<file path="src/rtl/sfr_pkg.sv">
package sfr_pkg;

  localparam int unsigned OVS = 16;

  localparam logic [2:0] PAR_NONE = 3'd0;
  localparam logic [2:0] PAR_ODD  = 3'd1;
  localparam logic [2:0] PAR_EVEN = 3'd2;
  localparam logic [2:0] PAR_ONE  = 3'd3;
  localparam logic [2:0] PAR_ZERO = 3'd4;

  function automatic logic [3:0] data_bits(input logic [1:0] len);
    return 4'd5 + {2'b00, len};
  endfunction

  function automatic logic [5:0] stop_ticks(input logic [1:0] code);
    case (code)
      2'd0:    return 6'd16;
      2'd1:    return 6'd24;
      default: return 6'd32;
    endcase
  endfunction

  function automatic logic par_used(input logic [2:0] mode);
    return (mode >= PAR_ODD) && (mode <= PAR_ZERO);
  endfunction

  function automatic logic par_value(input logic [7:0] d, input logic [1:0] len,
                                     input logic [2:0] mode);
    logic x;
    x = ^(d & (8'hFF >> (2'd3 - len)));
    case (mode)
      PAR_ODD:  return ~x;
      PAR_EVEN: return x;
      PAR_ONE:  return 1'b1;
      default:  return 1'b0;
    endcase
  endfunction

endpackage

</file>
<file path="src/rtl/sfr_tick_gen.sv">
module sfr_tick_gen #(
  parameter int unsigned DIV = 4
) (
  input  logic clk,
  input  logic rst_n,
  output logic tick
);
  localparam int unsigned W = (DIV > 1) ? $clog2(DIV) : 1;

  logic [W-1:0] cnt_q, cnt_d;

  always_comb begin
    tick  = (cnt_q == W'(DIV - 1));
    cnt_d = tick ? '0 : cnt_q + 1'b1;
  end

  always_ff @(posedge clk or negedge rst_n) begin
    if (!rst_n) cnt_q <= '0;
    else        cnt_q <= cnt_d;
  end
endmodule

</file>
<file path="src/rtl/sfr_tx.sv">
module sfr_tx
  import sfr_pkg::*;
(
  input  logic       clk,
  input  logic       rst_n,
  input  logic       tick,
  input  logic [1:0] cfg_len,
  input  logic [2:0] cfg_par,
  input  logic [1:0] cfg_stop,
  input  logic       in_valid,
  input  logic [7:0] in_data,
  output logic       in_ready,
  output logic       txd
);
  typedef enum logic [2:0] {TX_IDLE, TX_START, TX_DATA, TX_PAR, TX_STOP} tx_st_e;

  localparam logic [5:0] BIT_END = 6'(OVS - 1);

  tx_st_e     state_q, state_d;
  logic [5:0] tcnt_q, tcnt_d;
  logic [2:0] bit_q, bit_d;
  logic [7:0] shf_q, shf_d, hold_q, hold_d;
  logic       hfull_q, hfull_d;
  logic [1:0] len_q, len_d, stop_q, stop_d;
  logic [2:0] par_q, par_d;
  logic       pbit_q, pbit_d;
  logic       txd_q, txd_d;
  logic       accept, load;

  assign in_ready = !hfull_q && (state_q == TX_IDLE ||
                    (state_q == TX_STOP && tcnt_q >= stop_ticks(stop_q) - 6'd8));
  assign accept   = in_valid && in_ready;
  assign txd      = txd_q;

  always_comb begin
    state_d = state_q; tcnt_d = tcnt_q; bit_d = bit_q; shf_d = shf_q;
    hold_d  = hold_q;  hfull_d = hfull_q; len_d = len_q; par_d = par_q;
    stop_d  = stop_q;  pbit_d = pbit_q;  txd_d = txd_q; load = 1'b0;
    if (accept) begin
      hold_d  = in_data;
      hfull_d = 1'b1;
    end
    if (tick) begin
      case (state_q)
        TX_IDLE: load = hfull_q;
        TX_START:
          if (tcnt_q == BIT_END) begin
            tcnt_d = '0; state_d = TX_DATA; bit_d = '0; txd_d = shf_q[0];
          end else tcnt_d = tcnt_q + 6'd1;
        TX_DATA:
          if (tcnt_q == BIT_END) begin
            tcnt_d = '0;
            if ({1'b0, bit_q} == data_bits(len_q) - 4'd1) begin
              if (par_used(par_q)) begin state_d = TX_PAR;  txd_d = pbit_q; end
              else                 begin state_d = TX_STOP; txd_d = 1'b1;   end
            end else begin
              bit_d = bit_q + 3'd1; shf_d = shf_q >> 1; txd_d = shf_q[1];
            end
          end else tcnt_d = tcnt_q + 6'd1;
        TX_PAR:
          if (tcnt_q == BIT_END) begin
            tcnt_d = '0; state_d = TX_STOP; txd_d = 1'b1;
          end else tcnt_d = tcnt_q + 6'd1;
        TX_STOP:
          if (tcnt_q == stop_ticks(stop_q) - 6'd1) begin
            if (hfull_q) load = 1'b1;
            else begin state_d = TX_IDLE; tcnt_d = '0; end
          end else tcnt_d = tcnt_q + 6'd1;
        default: state_d = TX_IDLE;
      endcase
      if (load) begin
        state_d = TX_START; tcnt_d = '0; txd_d = 1'b0; shf_d = hold_q;
        hfull_d = 1'b0; len_d = cfg_len; par_d = cfg_par; stop_d = cfg_stop;
        pbit_d  = par_value(hold_q, cfg_len, cfg_par);
      end
    end
  end

  always_ff @(posedge clk or negedge rst_n) begin
    if (!rst_n) begin
      state_q <= TX_IDLE; tcnt_q <= '0; bit_q <= '0; shf_q <= '0;
      hold_q  <= '0; hfull_q <= 1'b0; len_q <= '0; par_q <= '0;
      stop_q  <= '0; pbit_q <= 1'b0; txd_q <= 1'b1;
    end else begin
      state_q <= state_d; tcnt_q <= tcnt_d; bit_q <= bit_d; shf_q <= shf_d;
      hold_q  <= hold_d; hfull_q <= hfull_d; len_q <= len_d; par_q <= par_d;
      stop_q  <= stop_d; pbit_q <= pbit_d; txd_q <= txd_d;
    end
  end


  tx_accept_closes_chk: assert property (@(posedge clk) disable iff (!rst_n)
    (in_valid && in_ready) |=> !in_ready);

  tx_edge_on_tick_chk: assert property (@(posedge clk) disable iff (!rst_n)
    $fell(txd_q) |-> $past(tick));

  tx_idle_line_chk: assert property (@(posedge clk) disable iff (!rst_n)
    (state_q == TX_IDLE) |-> txd_q);
endmodule

</file>
<file path="src/rtl/sfr_rx.sv">
module sfr_rx
  import sfr_pkg::*;
(
  input  logic       clk,
  input  logic       rst_n,
  input  logic       tick,
  input  logic       rxd,
  input  logic [1:0] cfg_len,
  input  logic [2:0] cfg_par,
  output logic       out_valid,
  output logic [7:0] out_data,
  output logic       out_ferr,
  output logic       out_perr
);
  typedef enum logic [2:0] {RX_IDLE, RX_START, RX_DATA, RX_PAR, RX_STOP} rx_st_e;

  localparam logic [3:0] BIT_END = 4'(OVS - 1);
  localparam logic [3:0] MID_END = 4'(OVS / 2 - 1);

  logic       s1_q, s2_q;
  rx_st_e     state_q, state_d;
  logic [3:0] cnt_q, cnt_d;
  logic [2:0] bit_q, bit_d;
  logic [7:0] data_q, data_d, odata_q, odata_d;
  logic [1:0] len_q, len_d;
  logic [2:0] par_q, par_d;
  logic       perr_q, perr_d, valid_q, valid_d, fe_q, fe_d, pe_q, pe_d;

  always_comb begin
    state_d = state_q; cnt_d = cnt_q; bit_d = bit_q; data_d = data_q;
    len_d = len_q; par_d = par_q; perr_d = perr_q;
    odata_d = odata_q; valid_d = 1'b0; fe_d = 1'b0; pe_d = 1'b0;
    if (tick) begin
      case (state_q)
        RX_IDLE:
          if (!s2_q) begin
            state_d = RX_START; cnt_d = '0; data_d = '0; perr_d = 1'b0;
            len_d = cfg_len; par_d = cfg_par;
          end
        RX_START:
          if (cnt_q == MID_END) begin
            cnt_d = '0; bit_d = '0;
            state_d = s2_q ? RX_IDLE : RX_DATA;
          end else cnt_d = cnt_q + 4'd1;
        RX_DATA:
          if (cnt_q == BIT_END) begin
            cnt_d = '0; data_d[bit_q] = s2_q;
            if ({1'b0, bit_q} == data_bits(len_q) - 4'd1)
              state_d = par_used(par_q) ? RX_PAR : RX_STOP;
            else bit_d = bit_q + 3'd1;
          end else cnt_d = cnt_q + 4'd1;
        RX_PAR:
          if (cnt_q == BIT_END) begin
            cnt_d = '0; state_d = RX_STOP;
            perr_d = (s2_q != par_value(data_q, len_q, par_q));
          end else cnt_d = cnt_q + 4'd1;
        RX_STOP:
          if (cnt_q == BIT_END) begin
            cnt_d = '0; state_d = RX_IDLE; valid_d = 1'b1; odata_d = data_q;
            fe_d = !s2_q; pe_d = par_used(par_q) && perr_q;
          end else cnt_d = cnt_q + 4'd1;
        default: state_d = RX_IDLE;
      endcase
    end
  end

  always_ff @(posedge clk or negedge rst_n) begin
    if (!rst_n) begin
      s1_q <= 1'b1; s2_q <= 1'b1;
      state_q <= RX_IDLE; cnt_q <= '0; bit_q <= '0; data_q <= '0;
      len_q <= '0; par_q <= '0; perr_q <= 1'b0;
      odata_q <= '0; valid_q <= 1'b0; fe_q <= 1'b0; pe_q <= 1'b0;
    end else begin
      s1_q <= rxd; s2_q <= s1_q;
      state_q <= state_d; cnt_q <= cnt_d; bit_q <= bit_d; data_q <= data_d;
      len_q <= len_d; par_q <= par_d; perr_q <= perr_d;
      odata_q <= odata_d; valid_q <= valid_d; fe_q <= fe_d; pe_q <= pe_d;
    end
  end

  assign out_valid = valid_q;
  assign out_data  = odata_q;
  assign out_ferr  = fe_q;
  assign out_perr  = pe_q;


  rx_single_pulse_chk: assert property (@(posedge clk) disable iff (!rst_n)
    out_valid |=> !out_valid);

  rx_perr_qual_chk: assert property (@(posedge clk) disable iff (!rst_n)
    out_perr |-> out_valid);

  rx_ferr_qual_chk: assert property (@(posedge clk) disable iff (!rst_n)
    out_ferr |-> out_valid);

  rx_upper_zero_chk: assert property (@(posedge clk) disable iff (!rst_n)
    (out_valid && len_q == 2'd0) |-> (out_data[7:5] == 3'b000));
endmodule

</file>
<file path="src/rtl/async_framer.sv">
module async_framer
  import sfr_pkg::*;
#(
  parameter int unsigned CLKS_PER_TICK = 4
) (
  input  logic       clk,
  input  logic       rst_n,
  input  logic [1:0] cfg_len,
  input  logic [2:0] cfg_par,
  input  logic [1:0] cfg_stop,
  input  logic       tx_valid,
  input  logic [7:0] tx_data,
  output logic       tx_ready,
  output logic       txd,
  input  logic       rxd,
  output logic       rx_valid,
  output logic [7:0] rx_data,
  output logic       rx_frame_err,
  output logic       rx_parity_err
);
  logic rs1_q, rs2_q, tick;

  always_ff @(posedge clk or negedge rst_n) begin
    if (!rst_n) begin rs1_q <= 1'b0; rs2_q <= 1'b0; end
    else        begin rs1_q <= 1'b1; rs2_q <= rs1_q; end
  end

  sfr_tick_gen #(.DIV(CLKS_PER_TICK)) u_tick (
    .clk(clk), .rst_n(rs2_q), .tick(tick));

  sfr_tx u_tx (
    .clk(clk), .rst_n(rs2_q), .tick(tick),
    .cfg_len(cfg_len), .cfg_par(cfg_par), .cfg_stop(cfg_stop),
    .in_valid(tx_valid), .in_data(tx_data), .in_ready(tx_ready), .txd(txd));

  sfr_rx u_rx (
    .clk(clk), .rst_n(rs2_q), .tick(tick), .rxd(rxd),
    .cfg_len(cfg_len), .cfg_par(cfg_par),
    .out_valid(rx_valid), .out_data(rx_data),
    .out_ferr(rx_frame_err), .out_perr(rx_parity_err));
endmodule

</file>
<file path="config.mk">
export PLATFORM = sky130hd
export DESIGN_NAME = async_framer
export DESIGN_NICKNAME = d
export VERILOG_FILES = /design/src/rtl/sfr_pkg.sv /design/src/rtl/sfr_tick_gen.sv /design/src/rtl/sfr_tx.sv /design/src/rtl/sfr_rx.sv /design/src/rtl/async_framer.sv
export SDC_FILE = /design/constraint.sdc
export NUM_CORES = 1
export LEC_CHECK = 0
export BUFFER_PORTS_ARGS = -buffer_cell sky130_fd_sc_hd__buf_2
export CELL_PAD_IN_SITES_DETAIL_PLACEMENT = 1
export CELL_PAD_IN_SITES_GLOBAL_PLACEMENT = 2
export CORE_MARGIN = 4
export CORE_UTILIZATION = 44
export CTS_BUF_LIST = sky130_fd_sc_hd__clkbuf_8
export DETAILED_ROUTE_END_ITERATION = 8
export GPL_TIMING_DRIVEN = 0
export PLACE_DENSITY_LB_ADDON = 0.1
export SLEW_MARGIN = 10
export SYNTH_ARGS = -nofsm -noshare
export SYNTH_HDL_FRONTEND = slang
export SYNTH_HIERARCHICAL = 1
export SYNTH_SLANG_ARGS = --single-unit
</file>
<file path="constraint.sdc">
create_clock -name clk -period 4.45 [get_ports clk]
set_clock_uncertainty 0.2 [all_clocks]
set_input_delay 0.2225 -clock clk [delete_from_list [all_inputs] [get_ports clk]]
set_output_delay 0.2225 -clock clk [all_outputs]
set_load 0.005 [all_outputs]
</file>
== Word level (Yosys, flattened, before mapping) ==
Index checks and enable logic that the tools add are counted.

* Output and inout bits: 13
* Input bits: 19
* Bits in registers: 79
* Logic and storage cells: 215

* Shift operators: 2
* Reductions and logical operators: 39
* Add/sub/neg operators: 13
* Equality and inequality tests: 42
* Mux-type cells: 80
* $lt $le $gt $ge: 7
* Bitwise gates (word level): 5

{| class="wikitable"
|+ Operators by type and width
! kind !! number
|-
| 2-to-1 mux 3 bit || 21
|-
| 2-to-1 mux 8 bit || 6
|-
| 2-to-1 mux 6 bit || 6
|-
| one-hot mux 3 bit (5 select lines) || 2
|-
| 2-to-1 mux 1 bit || 27
|-
| equality test 3 x 2 -> 1 bit (second input constant) || 8
|-
| one-hot mux 6 bit (2 select lines) || 2
|-
| AND 8 bit || 2
|-
| one-hot mux 8 bit (2 select lines) || 1
|-
| XOR reduction 8 bit || 2
|-
| right shift 8 x 2 -> 8 bit (first input constant) || 2
|-
| AND reduction 5 bit || 3
|-
| != test 2 x 1 -> 1 bit (second input constant) || 7
|-
| equality test 3 x 1 -> 1 bit (second input constant) || 4
|-
| 2-to-1 mux 4 bit || 3
|-
| != test 3 x 1 -> 1 bit (second input constant) || 4
|-
| one-hot mux 3 bit (2 select lines) || 2
|-
| one-hot mux 4 bit (3 select lines) || 1
|-
| AND reduction 3 bit || 4
|-
| AND reduction 4 bit || 3
|-
| nonzero test 2 bit || 6
|-
| != test 2 bit (second input constant) || 5
|-
| >= comparator 3 x 1 -> 1 bit (second input constant) || 3
|-
| one-hot mux 1 bit (3 select lines) || 3
|-
| 39 further kinds || 61
|}

== Logic depth before layout (Yosys ltp) ==
Gate-level depths: netlist of run 1.

* Depth after elaboration: 12
* Mapped depth: 8
* Mapped depth without buffers: 7

== By module ==
The synthesis of run 1 kept the hierarchy.

{| class="wikitable"
|+ Modules (own cells, without submodules)
! module !! cells each !! instances !! seq. area each (µm²) !! area each (µm²)
|-
| sfr_tx || 210 || 1 || 952.2 || 2,152.1
|-
| sfr_rx || 192 || 1 || 928.4 || 1,925.6
|-
| sfr_tick_gen || 4 || 1 || 50.0 || 66.3
|-
| async_framer || 3 || 1 || 50.0 || 53.8
|}

== Worst setup path before layout of run 1 ==
No wires, ideal clock.

* Path kind: flip-flop to flip-flop
* Start: reg u_tx.stop_q[1]
* End: reg u_tx.shf_q[0]
* Path buffers: 1
* Setup time: 124 ps
* Data arrival time: 1,903 ps
* Slack: 2,223 ps
* Stages on the path, launching flop included: 9
* Cell sequence: dfrtp_1 -> nand2b_1 -> ha_1 -> nand4_1 -> o22ai_1 -> nand2_2 -> buf_4 -> o22ai_1 -> a21oi_2

* Word-level cells in the longest chain between the ends: 11

{| class="wikitable"
|+ RTL lines
! item !! line !! RTL
|-
| start, declared || sfr_tx.sv:24 || <nowiki>logic [1:0] len_q, len_d, stop_q, stop_d;</nowiki>
|-
| start signal, assigned || sfr_tx.sv:87 || <nowiki>stop_q <= stop_d; pbit_q <= pbit_d; txd_q <= txd_d;</nowiki>
|-
| equality test 2 x 1 -> 1 bit / zero test 2 bit (equally long branches) || sfr_pkg.sv:16 || <nowiki>case (code)</nowiki>
|-
| one-hot mux 6 bit (2 select lines) * || sfr_pkg.sv:16 ||
|-
| 2-to-1 mux 6 bit * || sfr_tx.sv:44 || <nowiki>case (state_q)</nowiki>
|-
| 2-to-1 mux 6 bit * || sfr_tx.sv:43 || <nowiki>if (tick) begin</nowiki>
|-
| subtractor 6 x 1 -> 6 bit * || sfr_tx.sv:65 || <nowiki>if (tcnt_q == stop_ticks(stop_q) - 6'd1) begin</nowiki>
|-
| equality test 6 bit * || sfr_tx.sv:65 ||
|-
| 2-to-1 mux 1 bit * || sfr_tx.sv:65 ||
|-
| one-hot mux 1 bit (2 select lines) * || sfr_tx.sv:44 ||
|-
| 2-to-1 mux 1 bit * || sfr_tx.sv:43 ||
|-
| != test 2 bit (no line) / nonzero test 2 bit (equally long branches) || - ||
|-
| AND reduction 4 bit (no line) || - ||
|-
| end signal, assigned || sfr_tx.sv:81 || <nowiki>state_q <= TX_IDLE; tcnt_q <= '0; bit_q <= '0; shf_q <= '0;</nowiki>
|-
| end signal, assigned || sfr_tx.sv:85 || <nowiki>state_q <= state_d; tcnt_q <= tcnt_d; bit_q <= bit_d; shf_q <= shf_d;</nowiki>
|-
| end, declared || sfr_tx.sv:22 || <nowiki>logic [7:0] shf_q, shf_d, hold_q, hold_d;</nowiki>
|}

Every way passes the cells marked *; elsewhere a longest branch is shown, timed or not. The select of a mux whose other input is x is not followed.
A chain may end at the register's enable or synchronous reset.

== Worst setup path after layout of run 1 ==
* Start: reg u_tx.stop_q[1]
* End: reg u_tx.shf_q[6]

The elaborated chain is that of the path after synthesis.

==> results of run 1 <==
## per-layer routing
metal	part of all wire (%)	track usage [%]	up-vias	wire length [um]
met2	49	33.2	38	4920
met5	0	0	-	0
li1	-	-	1600	-
met1	48	25.2	1648	4880
met3	1.9	2.51	10	195
met4	1.2	6.01	0	125
## how the worst max path moves through the flow
| stage | to | slack [ns] |
|---|---|---|
| finish | u_tx/shf_q[6] | 1.68 |
| global route | u_tx/shf_q[3] | 1.48 |
| CTS | u_tx/shf_q[3] | 1.66 |
| detailed placement | u_tx/shf_q[3] | 1.69 |
| global placement | u_rx/data_q[1] | 0.90 |
| floorplan | u_rx/bit_q[0] | 1.89 |
## power breakdown
| part | switching, mW | leakage [nW] | internal (mW) | total, mW |
|---|---|---|---|---|
| clock network | 0.268 | 0.111 | 0.318 | 0.586 |
| logic | 0.288 | 1.18 | 0.331 | 0.619 |
| registers | 0.124 | 0.986 | 0.865 | 0.989 |
## cell usage after synthesis (3+ instances only)
cell,instances
a21oi_1,13
nor2b_1,5
mux2_2,32
nor3b_1,3
a31oi_1,3
nand2_1,32
nand3_1,13
a21oi_2,8
buf_4,3
dfstp_2,3
a21boi_0,5
a22o_1,3
buf_6,3
o31ai_1,3
mux2i_1,3
ha_1,9
xnor3_1,3
nor2_1,25
inv_1,18
dfrtp_1,76
nand2b_1,6
nand4_1,4
and3b_1,3
o22ai_1,12
nor3_1,11
xnor2_1,11
clkbuf_1,5
buf_2,4
and3_1,12
o21ai_0,34
## cell families (layout without fill, tap and decap cells)
group	after synthesis	in the layout
mux	35	35
simple gates	130	130
other cells	2	2
xor+xnor	16	16
fa+ha+maj	10	10
compound gates	103	103
buf+inv	34	100
flops	79	79
## flip-flops by register name, summed over array words and instances, names as in the netlist, 2 cells and up
register,cells
u_rx/bit_q,3
u_rx/cnt_q,4
u_rx/data_q,8
u_rx/len_q,2
u_rx/out_data,8
u_rx/par_q,3
u_rx/state_q,3
u_tick/cnt_q,2
u_tx/bit_q,3
u_tx/hold_q,8
u_tx/len_q,2
u_tx/par_q,3
u_tx/shf_q,8
u_tx/state_q,3
u_tx/stop_q,2
u_tx/tcnt_q,6
## final cells by class
type / instances / share of cell area (%)
plain buffers: 15 / 1.92
multi-input cells: 296 / 41.5
inverters: 19 / 1.44
flip-flops and latches: 79 / 40.1
clock inverters: 7 / 1.97
clock buffers: 9 / 2.50
well taps: 129 / 3.26
repair buffers: 50 / 7.33
## metrics by stage
step	cells	power [mW]	hold slack, ns	worst slack [ns]
after floorplan	409	1.44	-0.273	1.89
after global placement	569	1.58	-0.192	0.903
after detailed placement	570	1.61	-0.190	1.69
after CTS	604	2.23	0.0352	1.66
after global routing	604	2.35	0.0501	1.48
final	604	2.19	0.0223	1.68
==> results by stage, run 1 <==
Status:
- The run finished with clean final reports.

Place:
- Buffers placed on the I/O ports in this run total 31.
- The routability congestion estimate is 0.816.
- The post-detailed-placement half-perimeter wirelength is 7.33 mm.
- Once placement finished, the instance area stood at 0.00455 mm2.

Setup path:
- STA classifies the critical path startpoint as a flip-flop.
- The total number of cells along the worst setup path is 8.
- The critical path goes through nand2b_1, ha_1, nand4_1, o22ai_1, nand2_2, buf_4, o22ai_1, a21oi_2.
- Tracing the worst setup path back leads to its startpoint at u_tx/stop_q[1].
- The worst endpoint data arrival time is 2.79 ns.
- The number of buffers and inverters on the critical path is 1.
- The cell at the slowest stage of the critical path is o22ai_1.
- By startpoint and endpoint, the worst setup path is classified as flip-flop to flip-flop.
- For flop-to-flop paths, the worst setup slack is 1.68 ns.
- STA puts the critical path data required time at 4.47 ns.
- The most numerous cell type found on the critical path is o22ai_1.
- STA classifies the critical path endpoint as a flip-flop.
- The worst register-to-register path ends at u_tx/shf_q[6].
- The top fanout value on the critical path is 10.
- The worst register-to-register path begins at u_tx/stop_q[1].
- On the critical path the largest part of the delay comes from compound AO/OA/AOI/OAI gates.
- On the worst path, the slowest cell contributes a delay of 0.64 ns.
- The length in cells of the worst reg-to-reg path is 8.

Layout:
- Leaving out fill and tap cells, the most frequent cell in the layout is dfrtp_1.
- At the end of the flow the core is filled with cells to 53.3%.
- The number of fill cells in the layout is 1,050.
- The net total in the final layout is 498.
- Summing all multi-input logic gate instances after layout gives 0.00205 mm2.
- The top cell types in the final layout, fill and taps aside, are dfrtp_1, buf_2, o21ai_0, nand2_1, mux2_2.
- Compared with the post-synthesis result, the final layout area differs by 17.9%.
- The number of antenna diodes in the final layout is 0.
- The register cell area after layout is 0.00198 mm2.
- Once layout is done, the placed cells without fillers occupy 0.00495 mm2.
- Of the cells placed in the final design, the portion with a size suffix greater than 1 is 22.9%.

Timing:
- At the pin with the least slew margin, the transition time is 0.791 ns.
- Setup violations remaining at the end of the flow were counted as 0.
- The final number of hold-violating endpoints is 0.
- The fraction of the cycle the final worst path needs is 62.2%.
- Measured against its own limit, the worst slew margin works out to 46.9%.
- The post-layout minimum cycle time is 2.77 ns.
- The total negative slack for setup checks is 0 ns.
- Derived from the worst setup path, the maximum achievable clock frequency is 362 MHz.
- Setup repair after global routing left no endpoint under its margin.
- The max-slew violation count was 0.

Floorplan:
- In this run the standard cell core region covers 0.00928 mm2.
- The top-level port count is 32.
- Row generation in the floorplan step produced 35 rows.
- The die covers 0.0112 mm2.
- For this configuration, the core starts out at a cell density of 45.2%.
- The die is 106 um wide.
- The vertical extent of the die is 106 um.

Synthesis:
- The cell taking the most area after synthesis is dfrtp_1.
- After Yosys synthesis, XOR and XNOR cells account for 4.32% of the synthesized area.
- The portion of the post-synthesis area used by sequential elements is 47.2%.
- The number of enable-type register cells in the synthesized netlist is 0.
- The area fraction in compound gates after synthesis is 15.9%.
- After synthesis, the share of cell area in mux cells is 9.30%.
- The share of the synthesized area in the top cell type is 45.3%.
- The per-instance average area after synthesis is 10.3 um2.
- The post-synthesis adder-cell area fraction is 2.92%.
- The post-synth net total is 437.
- During synthesis, Yosys emitted a total of 6 warnings.
- The dominant combinational cell family by area after synthesis is simple AND/OR/NAND/NOR gates.
- After synthesis the netlist holds a flip-flop and latch count of 79.
- Synthesis handed over a netlist of 409 instances.
- The fraction of registers with async set/reset is 100%.
- The share of synthesized cell area in and, or, nand and nor gates is 16.2%.
- The number of distinct library cells after synthesis is 62.
- The synthesized netlist occupies a cell area of 0.00420 mm2.
- By area the synthesized netlist is led by dfrtp_1, mux2_2, o21ai_0, nand2_1, ha_1.
- Among all flip-flop cells after synthesis, the most frequent one is dfrtp_1.

Drt:
- After detailed routing, the average wire length per cell comes to 16.8 um.
- The number of DRC markers after the initial detailed-route iteration is 74.
- The number of detailed-route iterations in the first pass is 5.
- The final layout contains routed wiring with a total length of 10.1 mm.
- The final antenna-violating net count is 0.
- The via count of the routed design is 3,296.
- The final routed DRC violation total is 0.
- In the routed layout, each cell is associated on average with a via count of 5.46.

CTS:
- No sink is reached through more buffers than the 2 on the longest clock path.
- The root buffer cell chosen for the clock tree is clkbuf_8.
- The number of sinks on the clock net is 79.
- The post-cts repair resize count is 0.
- After clock tree synthesis, the setup repair step added 0 buffers.
- The number of hold buffers added after CTS was 18.
- The CTS tree is built.
- After clock tree synthesis, the clock-pin slew on the worst setup and hold paths is 0.09 ns.
- Buffers inserted during clock tree synthesis total 9.
- Clock latency on the worst-skew pair, taken at its later pin, is 0.34 ns.
- The maximum level of the CTS H-tree is 3.

Power and ir drop:
- The power density normalized to cell area is 443 mW/mm2.
- For this design the static power due to leakage is 2.27 nW.
- VDD sags by at most 224 uV.

Global routing:
- The final global-route overflow total is 0.
- The overall track demand over capacity in global routing is 19.3%.
- The maximum number of pins on one net before global-route repair is 59.
- The global-route wire length before repair is 17.5 mm.
- The initial antenna violation count is 0.
- The via count of the first global-routing pass came to 3,513.

Worst hold path:
- The path class of the tightest hold or removal check is flip-flop to asynchronous set/reset pin.

Flow run:
- Max-cap violations in this run came to 0.
Note: power is estimated with default switching activity, not from simulation.
==> run 2: changes to the inputs <==
--- a/config.mk
+++ b/config.mk
@@ -9,7 +9,7 @@
 export CELL_PAD_IN_SITES_DETAIL_PLACEMENT = 1
 export CELL_PAD_IN_SITES_GLOBAL_PLACEMENT = 2
 export CORE_MARGIN = 4
-export CORE_UTILIZATION = 44
+export CORE_UTILIZATION = 37
 export CTS_BUF_LIST = sky130_fd_sc_hd__clkbuf_8
 export DETAILED_ROUTE_END_ITERATION = 8
 export GPL_TIMING_DRIVEN = 0
==> constraint.sdc (replaced) <==
create_clock -name clk -period 2.3 [get_ports clk]
set_clock_uncertainty 0.2 [all_clocks]
set_input_delay 0.115 -clock clk [delete_from_list [all_inputs] [get_ports clk]]
set_output_delay 0.115 -clock clk [all_outputs]
set_load 0.005 [all_outputs]
==> run 2 against run 1 <==
  * Clock-buffer cell count increased by 2
  * Critical path depth decreased by 1
  * Sequential power increased by 95%
  * Utilization decreased by 6.5 points
  * Wire length increased by 5.2%
  * First-iteration DRC count increased by 140%
  * Setup slack got worse by 1.6 ns
  * Non-clock buffer count increased by 11
==> results by stage, run 2 (same netlist as run 1, synthesis figures left out) <==
Floorplan:
- The number of rows created at floorplan came to 38 (+8.6%).
- The area enclosed by the die boundary is 0.0131 mm2 (+17%).
- The vertical extent of the die is 115 um (+8.4%).
- The top-level port count came to 32 (unchanged).
- The effective utilization at floorplan came to 38.2% (-7.0 points).
- The placeable core region is 0.0110 mm2 (+18%).
- The width of the die is 115 um (+8.4%).

Flow run:
- The number of violations of the max-capacitance limit is 0 (unchanged).

Setup path:
- The critical path is of the flip-flop to flip-flop type.
- In this run the critical register-to-register path is captured at u_rx/state_q[2].
- The worst setup path is launched from a flip-flop.
- The longest individual stage delay on the worst path was 0.43 ns (-0.21 ns).
- The length in cells of the worst reg-to-reg path is 7 (-1).
- The most critical setup path has its startpoint at u_rx/cnt_q[0].
- The required time of the worst setup path is 2.34 ns (-2.13 ns).
- The worst register-to-register path begins at u_rx/cnt_q[0].
- The critical path goes through ha_1, and3_1, buf_2, nor3_1, o22ai_1, nand4_1, mux2_2.
- The slowest stage of the critical path is the dfrtp_1 cell.
- Following the worst setup path forward leads to its endpoint at u_rx/state_q[2].
- The worst endpoint data arrival time is 2.30 ns (-0.49 ns).
- STA classifies the critical path endpoint as a flip-flop.
- The top fanout value on the critical path was 10 (unchanged).
- The register-to-register setup slack is 0.05 ns (-1.64 ns).

Timing:
- The final-report setup violation count is 0 (unchanged).
- The measured slew at the worst slew-check pin came to 0.493 ns (-0.297 ns).
- The fraction of the cycle the final worst path needs is 98.0% (+36 points).
- The fmax is 443 MHz (+23%).
- The relative max-transition margin is 66.9% (+20 points).
- The worst hold margin is 0.00578 ns (-0.0166 ns).
- The max-slew violation count is 0 (unchanged).
- The post-layout minimum cycle time is 2.25 ns (-0.511 ns).
- Setup repair after global routing could not meet its margin everywhere.
- The final number of hold-violating endpoints is 0 (unchanged).
- The total negative slack for setup checks is 0 ns (unchanged).
- The worst-case setup margin in the final layout was 0.0451 ns (-1.64 ns).

Drt:
- The total wire length after detailed routing was 10.6 mm (+5.2%).
- The number of detailed-route iterations in the first pass is 4 (-1).
- The number of DRC markers after the initial detailed-route iteration is 175 (+140%).
- The via count of the routed design came to 3,313 (+0.52%).
- The routed length per placed instance was 17.0 um (+1.5%).
- The final routed DRC violation total is 0 (unchanged).
- The final antenna-violating net count is 0 (unchanged).
- The ratio of routed vias to standard cells is 5.29 (-3.0%).

Layout:
- The final cell count without fillers was 626 (+3.6%).
- The number of fill cells in the layout is 1,223 (+16%).
- The final design instance area without fill is 0.00514 mm2 (+3.9%).
- The final antenna diode count is 0 (unchanged).
- The post-synthesis to final-layout area growth is 22.5%.
- The final core area utilization is 46.8% (-6.5 points).
- The fraction of layout instances using a drive strength above 1 is 28.4% (+5.4 points).
- The library cell used most frequently in the layout, excluding fill and tap cells, is dfrtp_1.
- The register cell area after layout was 0.00199 mm2 (about the same).
- The net total in the final layout came to 509 (+2.2%).
- In the layout the commonest cells are dfrtp_1, buf_2, nand2_1, o21ai_0, mux2_2.
- The combined area of the multi-input logic cells is 0.00217 mm2 (+5.6%).

Place:
- The total of buffers placed on input and output ports was 31 (unchanged).
- The worst setup timing slack at the placement stage is -0.499 ns (-2.19 ns).
- The post-detailed-placement half-perimeter wirelength is 7.57 mm (+3.3%).
- The instance area after placement is 0.00456 mm2 (+0.30%).
- The number of cells after detailed placement is 581 (+1.9%).
- The routability congestion estimate is 0.760 (-6.8%).

Global routing:
- The global-route wire length before repair came to 18.2 mm (+4.5%).
- The overall track demand over capacity in global routing is 17.4% (-1.8 points).
- The via count of the first global-routing pass is 3,634 (+3.4%).
- The initial antenna violation count is 0 (unchanged).
- The final global-route overflow total is 0 (unchanged).
- The maximum number of pins on one net before global-route repair is 62 (+5.1%).

CTS:
- The number of sinks on the clock net came to 79 (unchanged).
- In this run the clock root is driven by a clkbuf_8.
- The number of buffers on the longest clock path is 2 (unchanged).
- The number of CTS-inserted buffers is 9 (unchanged).
- The CTS tree is built.
- The maximum level of the CTS H-tree came to 3 (unchanged).
- The clock edge transition at the registers on the reported setup and hold paths is 0.08 ns (about the same).
- The clock insertion delay at the later pin of the skew report is 0.35 ns (about the same).

Power and ir drop:
- The sequential share of power is 45.2% (about the same).
- The proportion of total power due to net switching is 32.6% (+1.6 points).
- The maximum vdd ir drop is 661 uV (+200%).
- The power density normalized to cell area was 830 mW/mm2 (+87%).
- The overall power consumption is 4.27 mW (+95%).
- The share of power burned in the clock network came to 22.9% (-3.8 points).
- The net load switching power came to 1.39 mW (+100%).
- The share of total power in combinational logic was 31.9% (+3.7 points).
- The cell-internal power is 2.88 mW (+90%).
- The leakage power is 2.35 nW (+3.3%).

Status:
- The run finished with clean final reports.

Worst hold path:
- The tightest min-delay check is of the flip-flop to asynchronous set/reset pin type.
==> run 2: changes by cell type in the layout (fill, tap and decap cells not counted), sizes merged <==
cell,delta
clkinv,+3
inv,-2
clkinvlp,-1
bufinv,-2
clkbuf,+2
dlygate4sd3,+1
buf,+10
==> run 2: worst min-delay path by stage <==
stage	startpoint	endpoint	slack (ns)	cells past startpoint
2_1_floorplan	rst_n	rs1_q	-0.38	0
3_3_place_gp	rst_n	rs1_q	-0.30	1
3_5_place_dp	rst_n	rs1_q	-0.30	1
4_1_cts	rs2_q	u_tx/tcnt_q[1]	0.02	0
5_1_grt	rs2_q	u_tx/tcnt_q[0]	0.03	0
6_report	rs2_q	u_tx/tcnt_q[1]	0.006	0
==> run 2: power groups by stage <==
stage | combinational, mW | sequential (mW) | clock, mW
floorplan | 0.912 | 1.88 | 0
global placement | 1.11 | 1.95 | 0
detailed placement | 1.18 | 1.94 | 0
CTS | 1.29 | 1.91 | 1.03
global route | 1.53 | 1.97 | 1.08
finish | 1.36 | 1.93 | 0.978
==> run 2: layer usage <==
metal | part of all wire, % | GRT usage (%) | wire length, um | up-vias
li1 | - | - | - | 1624
met4 | 1.2 | 5.70 | 127 | 0
met2 | 47 | 28.4 | 5010 | 39
met1 | 50 | 23.8 | 5280 | 1642
met3 | 2.2 | 2.70 | 231 | 8
met5 | 0 | 0 | 0 | -
==> run 2: final cells by class <==
class | count | share of cell area (%)
well taps | 140 | 3.41
inverters | 19 | 1.39
clock inverters | 5 | 0.633
flip-flops and latches | 79 | 38.6
plain buffers | 15 | 1.85
multi-input cells | 296 | 42.1
repair buffers | 61 | 9.03
clock buffers | 11 | 2.94
==> run 2: timing repair <==
action / 4_1_cts / 5_1_grt
resized for setup: 10 / 16
setup endpoints to repair: 30 / 19
buffers inserted: 2 / 8
pin swaps: 2 / 7
hold buffers: 19 / 0
hold endpoints to repair: 25 / 0
==> run 2: worst max-delay path: cells and delay by family (launching register included) <==
kind	cells	cell delay (ns)
buf+inv	1	0.19
mux	1	0.36
simple gates	3	0.62
fa+ha+maj	1	0.26
compound gates	1	0.09
flops	1	0.43
